<file path="src/rtl/emac_regfile.sv">
module emac_regfile #(
  parameter int          ADDR_W       = 10,
  parameter logic [47:0] STATION_ADDR = 48'h02005E102030,
  parameter int          EV_MII       = 23,
  parameter int          EV_GRA       = 28
) (
  input  logic              clk,
  input  logic              rst_n,
  input  logic              bus_sel,
  input  logic              bus_wr,
  input  logic [ADDR_W-1:0] bus_addr,
  input  logic [31:0]       bus_wdata,
  output logic [31:0]       bus_rdata,
  output logic              bus_err,
  input  logic [31:0]       ev_set,
  output logic              irq,
  output logic              rx_start,
  output logic              tx_start,
  output logic [31:0]       rx_desc_ptr,
  output logic [31:0]       tx_desc_ptr,
  output logic              mgmt_req,
  output logic              mgmt_rd,
  output logic [9:0]        mgmt_addr,
  output logic [15:0]       mgmt_wdata,
  input  logic              mgmt_done,
  input  logic [15:0]       mgmt_rdata
);
  localparam int I_EVT = 1,  I_MSK = 2,  I_RXA = 4,  I_TXA = 5,  I_CTL = 9;
  localparam int I_MMF = 16, I_SPD = 17, I_MIB = 25, I_RCR = 33, I_TCR = 49;
  localparam int I_PAL = 57, I_PAU = 58, I_OPD = 59, I_TFW = 81, I_FBD = 83;
  localparam int I_FST = 84, I_RDS = 96, I_TDS = 97, I_MRB = 98, I_GCF = 192;
  localparam int I_GEN = 194;

  typedef struct packed {
    logic [31:0] evt, mask, ctl, mmf, spd, rcr, tcr, pal, pau, opd;
    logic [31:0] tfw, fst, rds, tds, mrb, gcf, rxp, txp;
    logic        rxa, mib, gen, rxs, txs, err, mreq;
  } st_t;

  localparam st_t RST = '{ctl: 32'hF000_0000, rcr: 32'h05EE_0001,
                          pal: STATION_ADDR[47:16],
                          pau: {STATION_ADDR[15:0], 16'h8808},
                          opd: 32'h0001_0000, fst: 32'h0000_0500,
                          mib: 1'b1, gen: 1'b1, default: '0};

  st_t r, n;
  logic [31:0] rd, set_v, clr_v;
  logic        hit;

  wire [ADDR_W-3:0] idx = bus_addr[ADDR_W-1:2];
  wire unused_lo = ^bus_addr[1:0];
  wire we = bus_sel & bus_wr;
  wire soft_rst = we && (int'(idx) == I_CTL) && bus_wdata[0];

  always_comb begin
    hit = 1'b1;
    rd  = '0;
    case (int'(idx))
      I_EVT: rd = r.evt;
      I_MSK: rd = r.mask;
      I_RXA: rd = {7'b0, r.rxa, 24'b0};
      I_TXA: rd = '0;
      I_CTL: rd = r.ctl;
      I_MMF: rd = r.mmf;
      I_SPD: rd = r.spd;
      I_MIB: rd = {r.mib, r.mib, 30'b0};
      I_RCR: rd = r.rcr;
      I_TCR: rd = r.tcr;
      I_PAL: rd = r.pal;
      I_PAU: rd = r.pau;
      I_OPD: rd = r.opd;
      I_TFW: rd = r.tfw;
      I_FBD: rd = 32'h0000_0600;
      I_FST: rd = r.fst;
      I_RDS: rd = r.rds;
      I_TDS: rd = r.tds;
      I_MRB: rd = r.mrb;
      I_GCF: rd = r.gcf;
      I_GEN: rd = {29'b0, r.gen, r.gen, 1'b0};
      default: hit = 1'b0;
    endcase
  end

  always_comb begin
    n = r;
    n.rxs = 1'b0; n.txs = 1'b0; n.err = 1'b0; n.mreq = 1'b0;
    set_v = ev_set;
    clr_v = '0;
    if (mgmt_done) begin
      set_v[EV_MII] = 1'b1;
      if (r.mmf[29]) n.mmf[15:0] = mgmt_rdata;
    end
    if (we) begin
      case (int'(idx))
        I_EVT: clr_v = bus_wdata;
        I_MSK: n.mask = bus_wdata;
        I_RXA: begin
          if (!r.ctl[1]) n.rxa = 1'b0;
          else if (!r.rxa) begin n.rxa = 1'b1; n.rxs = 1'b1; end
        end
        I_TXA: n.txs = r.ctl[1];
        I_CTL: begin
          n.ctl = bus_wdata;
          if (!bus_wdata[1]) begin
            n.rxa = 1'b0;
            n.rxp = r.rds;
            n.txp = r.tds;
          end
        end
        I_MMF: begin n.mmf = bus_wdata; n.mreq = 1'b1; end
        I_SPD: n.spd = bus_wdata & 32'h0000_00FE;
        I_MIB: n.mib = bus_wdata[31];
        I_RCR: n.rcr = bus_wdata & 32'h07FF_003F;
        I_TCR: begin
          n.tcr = bus_wdata;
          if (bus_wdata[0]) set_v[EV_GRA] = 1'b1;
        end
        I_PAL: n.pal = bus_wdata;
        I_PAU: n.pau = (bus_wdata | 32'h0000_FFFF) & 32'hFFFF_8808;
        I_OPD: n.opd = {15'b0, 1'b1, bus_wdata[15:0]};
        I_TFW: n.tfw = bus_wdata & 32'h3;
        I_FST: n.fst = (bus_wdata & 32'h3FC) | 32'h400;
        I_RDS: begin n.rds = {bus_wdata[31:2], 2'b0}; n.rxp = {bus_wdata[31:2], 2'b0}; end
        I_TDS: begin n.tds = {bus_wdata[31:2], 2'b0}; n.txp = {bus_wdata[31:2], 2'b0}; end
        I_MRB: n.mrb = bus_wdata & 32'h7F0;
        I_GCF: n.gcf = bus_wdata & 32'h53;
        I_GEN: n.gen = bus_wdata[1];
        default: ;
      endcase
    end
    n.evt = (r.evt & ~clr_v) | set_v;
    n.err = bus_sel & ~hit;
    if (soft_rst) n = RST;
  end

  always_ff @(posedge clk or negedge rst_n)
    if (!rst_n) r <= RST;
    else        r <= n;

  assign bus_rdata   = rd;
  assign bus_err     = r.err;
  assign irq         = |(r.evt & r.mask);
  assign rx_start    = r.rxs;
  assign tx_start    = r.txs;
  assign rx_desc_ptr = r.rxp;
  assign tx_desc_ptr = r.txp;
  assign mgmt_req    = r.mreq;
  assign mgmt_rd     = r.mmf[29];
  assign mgmt_addr   = r.mmf[27:18];
  assign mgmt_wdata  = r.mmf[15:0];
endmodule

</file>
<file path="config.mk">
export PLATFORM = sky130hd
export DESIGN_NAME = emac_regfile
export DESIGN_NICKNAME = d
export VERILOG_FILES = /design/src/rtl/emac_regfile.sv
export SDC_FILE = /design/constraint.sdc
export NUM_CORES = 1
export LEC_CHECK = 0
export BUFFER_PORTS_ARGS = -buffer_cell sky130_fd_sc_hd__buf_4
export CORE_UTILIZATION = 45
export CTS_CLUSTER_DIAMETER = 100
export DETAILED_ROUTE_END_ITERATION = 8
export PLACE_DENSITY = 0.67
export SLEW_MARGIN = 25
export SYNTH_ARGS = -nofsm -noshare
export SYNTH_HDL_FRONTEND = slang
export SYNTH_SLANG_ARGS = --single-unit
</file>
<file path="constraint.sdc">
create_clock -name clk -period 7.18 [get_ports clk]
set_clock_uncertainty 0.15 [all_clocks]
set_input_delay 1.795 -clock clk [delete_from_list [all_inputs] [get_ports clk]]
set_output_delay 1.795 -clock clk [all_outputs]
set_load 0.02 [all_outputs]
</file>
==> results of run 1 <==
-- power by group through the flow --
stage / Clock (W) / Combinational, W / Sequential (W)
after floorplan: 0 / 0.000201 / 0.00241
after global placement: 0 / 0.000364 / 0.00243
after detailed placement: 0 / 0.000371 / 0.00243
after CTS: 0.00231 / 0.000372 / 0.00239
after global routing: 0.00239 / 0.000405 / 0.00240
final: 0.00230 / 0.000375 / 0.00239
-- stage by stage --
step / instances / total power [W] / util / setup slack [ns] / cell area, µm²
2_1_floorplan: 2048 / 0.00261 / - / 1.82 / 19700
3_3_place_gp: 2630 / 0.00279 / 0.491 / 0.962 / 21200
3_5_place_dp: 2630 / 0.00280 / 0.491 / 0.988 / 21200
4_1_cts: 2710 / 0.00507 / 0.525 / 0.961 / 22600
5_1_grt: 2713 / 0.00519 / 0.527 / 0.860 / 22700
6_report: 2713 / 0.00507 / 0.527 / 0.928 / 22700
-- layer usage --
layer	wire length (µm)	GRT usage	vias to the layer above
met5	13	0	-
met4	4440	0.193	2
met3	7990	0.0654	257
met2	32600	0.496	1222
met1	27300	0.433	8599
li1	-	-	7295
-- cells in the final DEF, fill, tap and decap left out, types with 7 or more instances in the layout --
cell and n:
a22o_1 134, a32o_1 7, clkbuf_8 19, o22a_1 7, mux2_2 55, nand4_1 16
dfstp_2 29, clkbuf_16 45, nor2_1 77, clkbuf_1 13, a21oi_1 127, a221oi_1 11
a222oi_1 34, a22oi_1 73, dfrtp_1 372, nand2_1 459, buf_4 269, a31oi_1 7
mux2i_1 48, and2_1 11, o21ai_0 41, nand3_1 141
-- registers in the layout, summed over array words and instances, names as in the netlist --
name and count:
bus_err 1, mgmt_wdata 16, r 308, mgmt_req 1, rx_start 1, tx_start 1, mgmt_rd 1, rx_desc_ptr 31
tx_desc_ptr 31, mgmt_addr 10
-- kinds of logic (layout without fill, tap and decap cells) --
family / after synthesis / after routing / synth area share
simple gates: 771 / 771 / 0.174
compound gates: 483 / 483 / 0.177
flops: 401 / 401 / 0.512
buf+inv: 283 / 363 / 0.0776
mux: 109 / 109 / 0.0593
xor+xnor: 1 / 1 / 0.000445
-- layout make-up --
class | instances | area, µm²
timing repair buffer | 279 | 2240
sequential | 401 | 10100
inverter | 4 | 15.0
clock buffer | 77 | 1440
clock inverter | 3 | 15.0
tap | 585 | 732
fill | 3859 | 20400
multi-input combinational | 1364 | 8190
-- synth_stat cells (34+ instances only) --
cell / count
buf_4: 93
dfrtp_1: 372
a21oi_1: 127
o21ai_0: 41
nor2_1: 80
mux2_2: 55
a222oi_1: 34
nand2_1: 461
a22o_1: 134
nand3_1: 142
buf_2: 73
clkbuf_1: 103
a22oi_1: 73
mux2i_1: 48
-- critical path, stage by stage --
cell and delay [ns]:
buf_4 0.26, and4bb_1 0.47, buf_4 0.36, a22o_1 0.20, a222oi_1 0.52, and3_1 0.26, nand3_1 0.19, buf_4 0.23
-- final timing paths --
path	startpoint	end	slack, ns	depth (start not counted)
min reg2reg	r[207]	r[207]	0.33	2
max	bus_addr[3]	bus_rdata[31]	0.93	8
max in group asynchronous	rst_n	r[386]	4.25	3
max reg2reg	mgmt_rd	mgmt_wdata[7]	5.59	4
min in group asynchronous	rst_n	r[575]	1.04	1
min	r[207]	r[207]	0.33	2
==> flow_summary.json, run 1 <==
{
  "peakVddDrop_uv": 127,
  "area_growth_pct": 15.3,
  "initialDrtViolationCount": 2490,
  "setup_viol": 0,
  "combPwrFrac": 0.074,
  "place_congestion": 0.971,
  "drcViolationCount": 0,
  "fin_nets": 2189,
  "p_seq_frac": 0.473,
  "tritoncts": "built",
  "ys_seq_area_frac": 0.512,
  "path_clk_slew_ns": 0.06,
  "clkPwrFrac": 0.454,
  "required_ns": 5.24,
  "drive_gt1_frac": 0.216,
  "track_usage": 0.327,
  "post_cts_buffers": 0,
  "timing.hold.ws_ns": 0.331,
  "core_area_um2": 43100,
  "synth.cell_area_um2": 19700,
  "synth_top_area_frac": 0.473,
  "startpoint_type": "primary input",
  "p_switching_w": 0.00125,
  "root_buffer": "clkbuf_16",
  "synth_area_leaders": "dfrtp_1 47%, nand2_1 8.8%, a22o_1 6.0%, dfstp_2 3.9%, nand3_1 3.6%",
  "die_area_um2": 44600,
  "hp-class": "flip-flop to flip-flop",
  "grt_pass1_wl_um": 108000,
  "worst_pin_slew_ns": 1.10,
  "overflow": 0,
  "wirelength_um": 72400,
  "hpwl_um": 47800,
  "synthArstFlopShare": 1.00,
  "vias": 17375,
  "fin_setup_tns_ns": 0,
  "ys_ff_latch": 401,
  "die_w_um": 211,
  "row_count": 76,
  "fin_crit_sh": 0.871,
  "drv_cap": 0,
  "status": "complete, no violations",
  "post-route-min-period_ns": 6.25,
  "ant_nets": 0,
  "p_leak_nw": 10.7,
  "grt_max_degree": 141,
  "crit_fanout": 24,
  "hold_buffers": 0,
  "start_util": 0.457,
  "insertion_delay_ns": 0.58,
  "die_h_um": 211,
  "p_int_w": 0.00381,
  "crit_arrival_ns": 4.31,
  "p_sw_frac": 0.247,
  "crit_path_end_kind": "primary output",
  "numCtsBuffers": 44,
  "syn-num-nets": 2143,
  "cts.sinks": 401,
  "h-tree-depth": 2,
  "rsz0062_at_grt": "false",
  "synth-edff-count": 0,
  "grt_pass1_vias": 16875,
  "relSlewSlack": 0.261,
  "yosysUniqueCellTypes": 72,
  "cts_resized": 0,
  "portBuffers": 220,
  "synthFlopType": "dfrtp_1",
  "antenna_found_initial": 1,
  "clockBufferDepth": 3,
  "antenna_cells": 0,
  "fmax_mhz": 160,
  "drt-pass1-iter-count": 6,
  "avgSynthCellArea_um2": 9.61,
  "wl_per_cell_um": 26.7,
  "synth_warnings": 0,
  "powerDensity_nw_per_um2": 223,
  "yosys.area.top_type": "dfrtp_1",
  "drv_slew": 0,
  "hold_viol": 0,
  "synthCells": 2048,
  "viasPerCell": 6.40,
  "critPathKind": "primary input to primary output",
  "ios": 223
}
Note: power is estimated with default switching activity, not from simulation.
==> inputs of run 2 (changes only) <==
Clock period 7.18 ns to 7.5 ns, I/O delays scaled along.
==> flow_summary.json, run 2 (synthesis gave the netlist of run 1 again) <==
{
  "clockBufferDepth": 3,
  "tritoncts": "built",
  "place_congestion": 0.962,
  "start_util": 0.457,
  "area_growth_pct": 15.2,
  "grt_pass1_wl_um": 108000,
  "cts_resized": 0,
  "peakVddDrop_uv": 127,
  "wl_per_cell_um": 26.7,
  "ios": 223,
  "powerDensity_nw_per_um2": 213,
  "cts.sinks": 401,
  "hold_viol": 0,
  "critPathKind": "primary input to primary output",
  "die_h_um": 211,
  "min_from": "r[515]",
  "crit_fanout": 22,
  "fin_crit_sh": 0.857,
  "setup_viol": 0,
  "track_usage": 0.325,
  "clkPwrFrac": 0.452,
  "utilization": 0.526,
  "post_cts_buffers": 0,
  "fin_nets": 2193,
  "combPwrFrac": 0.074,
  "rsz0062_at_grt": "false",
  "p_switching_w": 0.00120,
  "timing.final.ws_setup_ns": 1.07,
  "portBuffers": 220,
  "ff2ff_setup_slack_ns": 5.91,
  "h-tree-depth": 2,
  "fin_setup_tns_ns": 0,
  "p_int_w": 0.00364,
  "p_seq_frac": 0.474,
  "crit_arrival_ns": 4.40,
  "hold_buffers": 0,
  "drcViolationCount": 0,
  "path_clk_slew_ns": 0.06,
  "die_w_um": 211,
  "insertion_delay_ns": 0.57,
  "hold_path_end": "r[515]",
  "drive_gt1_frac": 0.217,
  "r2r_cells": 4,
  "preCtsSetupSlack_ns": 1.11,
  "r2r_end": "mgmt_wdata[12]",
  "final_common_cell": "nand2_1",
  "drt-pass1-iter-count": 7,
  "crit_path_end_kind": "primary output",
  "status": "complete, no violations",
  "grt_max_degree": 184,
  "vias": 17199,
  "worst_pin_slew_ns": 1.03,
  "hp-class": "flip-flop to flip-flop",
  "grt_pass1_vias": 16713,
  "wirelength_um": 72500,
  "viasPerCell": 6.33,
  "hold_depth": 2,
  "die_area_um2": 44600,
  "startpoint": "bus_addr[2]",
  "worstReg2RegStart": "mgmt_rd",
  "top_register": "r",
  "initialDrtViolationCount": 2024,
  "overflow": 0,
  "p_leak_nw": 10.7,
  "drv_slew": 0,
  "core_area_um2": 43100,
  "root_buffer": "clkbuf_16",
  "fmax_mhz": 156,
  "p_sw_frac": 0.247,
  "numCtsBuffers": 44,
  "required_ns": 5.48,
  "layout_common_cells": "460 x nand2_1, 372 x dfrtp_1, 275 x buf_4",
  "post-route-min-period_ns": 6.43,
  "largest_register_ffs": 308,
  "hpwl_um": 47600,
  "relSlewSlack": 0.310,
  "ant_nets": 0,
  "antenna_found_initial": 1,
  "drv_cap": 0,
  "row_count": 76,
  "startpoint_type": "primary input"
}
[run 2: cell count changes in the layout (fill, tap and decap cells not counted), sizes merged]
cell    change
diode       +1
bufinv      +2
clkbuf      -8
buf         +4
clkinv      +6
[run 2: routing by layer]
| metal | vias to the layer above | global-route usage | wire length (µm) |
|---|---|---|---|
| met1 | 8537 | 0.430 | 28000 |
| met5 | - | 0 | 12 |
| met2 | 1134 | 0.503 | 33000 |
| met3 | 225 | 0.0761 | 7670 |
| met4 | 2 | 0.156 | 3830 |
| li1 | 7301 | - | - |
[run 2: final cells by class]
cell class / instances / area, µm²
Inverter: 4 / 15.0
Fill cell: 3886 / 20400
Clock inverter: 11 / 105
Clock buffer: 69 / 1330
Tap cell: 585 / 732
Multi-Input combinational cell: 1364 / 8190
Timing Repair Buffer: 283 / 2240
Sequential cell: 401 / 10100
Antenna cell: 1 / 2.50
[run 2: how the worst max path moves through the flow]
| stage | end | slack [ns] |
|---|---|---|
| final | bus_rdata[12] | 1.07 |
| after global routing | bus_rdata[12] | 1.05 |
| after CTS | bus_rdata[12] | 1.13 |
| after detailed placement | bus_rdata[31] | 1.11 |
| after global placement | bus_rdata[31] | 1.11 |
| after floorplan | bus_rdata[28] | 1.98 |
[run 2: worst max-delay path, stage by stage]
cell	delay, ns
buf_4	0.22
or4_1	0.70
nor2_4	0.51
buf_4	0.34
a22o_1	0.18
a221o_1	0.24
a211o_1	0.17
buf_4	0.15
[run 2: power by group through the flow]
stage,combinational (W),clock (W),sequential (W)
2_1_floorplan,0.000192,0,0.00230
3_3_place_gp,0.000346,0,0.00233
3_5_place_dp,0.000353,0,0.00233
4_1_cts,0.000354,0.00221,0.00229
5_1_grt,0.000386,0.00229,0.00230
6_report,0.000359,0.00219,0.00229
[run 2: metrics by stage]
| step | cells | power (W) | hold WS (ns) | instance area, µm² |
|---|---|---|---|---|
| 2_1_floorplan | 2048 | 0.00250 | 0.294 | 19700 |
| 3_3_place_gp | 2633 | 0.00267 | 0.315 | 21100 |
| 3_5_place_dp | 2633 | 0.00268 | 0.320 | 21100 |
| 4_1_cts | 2713 | 0.00485 | 0.328 | 22600 |
| 5_1_grt | 2717 | 0.00498 | 0.346 | 22700 |
| 6_report | 2718 | 0.00484 | 0.327 | 22700 |
==> inputs of run 3 (changes only) <==
--- a/constraint.sdc
+++ b/constraint.sdc
@@ -4,2 +4,2 @@
 set_output_delay 1.875 -clock clk [all_outputs]
-set_load 0.02 [all_outputs]
+set_load 0.1 [all_outputs]
==> flow_summary.json, run 3 (synthesis gave the netlist of run 1 again) <==
{
  "status": "complete, but fails checks",
  "violations": "DRC",
  "grt_pass1_vias": 17136,
  "crit_arrival_ns": 4.53,
  "hold_viol": 0,
  "drv_cap": 0,
  "multi_input_area_um2": 8200,
  "top_register": "r",
  "insertion_delay_ns": 0.57,
  "timing.final.ws_setup_ns": 0.946,
  "worstReg2RegStart": "mgmt_rd",
  "r2r_cells": 4,
  "p_total_w": 0.00498,
  "clockBufferDepth": 3,
  "post_dp_cell_area_um2": 21100,
  "antenna_found_initial": 2,
  "row_count": 76,
  "grt_max_degree": 153,
  "ant_nets": 0,
  "r2r_end": "mgmt_wdata[14]",
  "cp_slowest_cell": "or4b_1",
  "startpoint_type": "primary input",
  "h-tree-depth": 2,
  "max_stage_delay_ns": 0.67,
  "regArea_um2": 10100,
  "min_from": "r[515]",
  "worst_pin_slew_ns": 1.00,
  "worstPathCellList": "buf_4 > or4b_1 > nor2_4 > buf_4 > a22o_1 > a221o_1 > a211o_1 > buf_4",
  "peakVddDrop_uv": 196,
  "crit_fanout": 24,
  "grt_pass1_wl_um": 110000,
  "layout_common_cells": "458 x nand2_1, 372 x dfrtp_1, 273 x buf_4",
  "place_congestion": 0.964,
  "post_cts_buffers": 0,
  "utilization": 0.525,
  "track_usage": 0.330,
  "area_growth_pct": 15.0,
  "crit_end": "bus_rdata[12]",
  "largest_register_ffs": 308,
  "start_util": 0.457,
  "p_leak_nw": 10.7,
  "startpoint": "bus_addr[2]",
  "fin_setup_tns_ns": 0,
  "final_cell_area_um2": 22600,
  "die_area_um2": 44600,
  "fmax_mhz": 153,
  "powerDensity_nw_per_um2": 220,
  "crit_path_end_kind": "primary output",
  "post-route-min-period_ns": 6.55,
  "fin_nets": 2189,
  "path_clk_slew_ns": 0.06,
  "rsz0062_at_grt": "false",
  "cts_resized": 0,
  "ios": 223,
  "setup_viol": 0,
  "ff2ff_setup_slack_ns": 5.86,
  "hp-class": "flip-flop to flip-flop",
  "cts.sinks": 401,
  "drv_slew": 0,
  "die_w_um": 211,
  "preCtsSetupSlack_ns": 0.989,
  "overflow": 0,
  "drt-pass1-iter-count": 9,
  "vias": 17379,
  "fill_cells": 3896,
  "drcViolationCount": 2,
  "die_h_um": 211,
  "root_buffer": "clkbuf_16",
  "critPathKind": "primary input to primary output",
  "fin_crit_sh": 0.874,
  "relSlewSlack": 0.328,
  "core_area_um2": 43100,
  "final_common_cell": "nand2_1",
  "drive_gt1_frac": 0.218,
  "cp_common_cell": "buf_4",
  "wirelength_um": 73200,
  "numCtsBuffers": 45,
  "viasPerCell": 6.41,
  "wl_per_cell_um": 27.0,
  "antenna_cells": 0,
  "portBuffers": 220,
  "hpwl_um": 47800,
  "initialDrtViolationCount": 2317,
  "hold_buffers": 0,
  "required_ns": 5.48,
  "tritoncts": "built"
}
## run 3: how the worst min path moves through the flow
stage	end	slack, ns	depth (start not counted)
2_1_floorplan	rx_start	0.29	1
3_3_place_gp	r[515]	0.31	2
3_5_place_dp	r[516]	0.32	2
4_1_cts	r[516]	0.33	2
5_1_grt	r[331]	0.35	2
6_report	r[515]	0.33	2
## run 3: stage by stage
stage | instances | hold WS [ns]
finish | 2713 | 0.327
global route | 2713 | 0.353
CTS | 2711 | 0.331
detailed placement | 2630 | 0.322
global placement | 2630 | 0.315
floorplan | 2048 | 0.294
## run 3: layout make-up
class,count,area share
inverter,4,0.000664
multi-input combinational,1364,0.362
timing repair buffer,278,0.0954
clock inverter,12,0.00404
clock buffer,69,0.0600
tap,585,0.0323
sequential,401,0.445
## run 3: power by group
| group | internal, W | switching [W] |
|---|---|---|
| Clock | 0.00128 | 0.000914 |
| Sequential | 0.00223 | 0.0000584 |
| Combinational | 0.000127 | 0.000370 |
## run 3: worst max-delay path, delay by kind of cell
family                 cells  cell delay, ns
buffers and inverters      3            0.96
AND/OR/NAND/NOR            2            1.03
AO/OA/AOI/OAI              3            0.62
## run 3: routing by layer
metal	part of all wire	vias to the layer above	GRT usage
li1	-	7290	-
met1	0.38	8706	0.432
met2	0.45	1157	0.513
met3	0.11	222	0.0690
met4	0.056	4	0.179
met5	0.00037	-	0
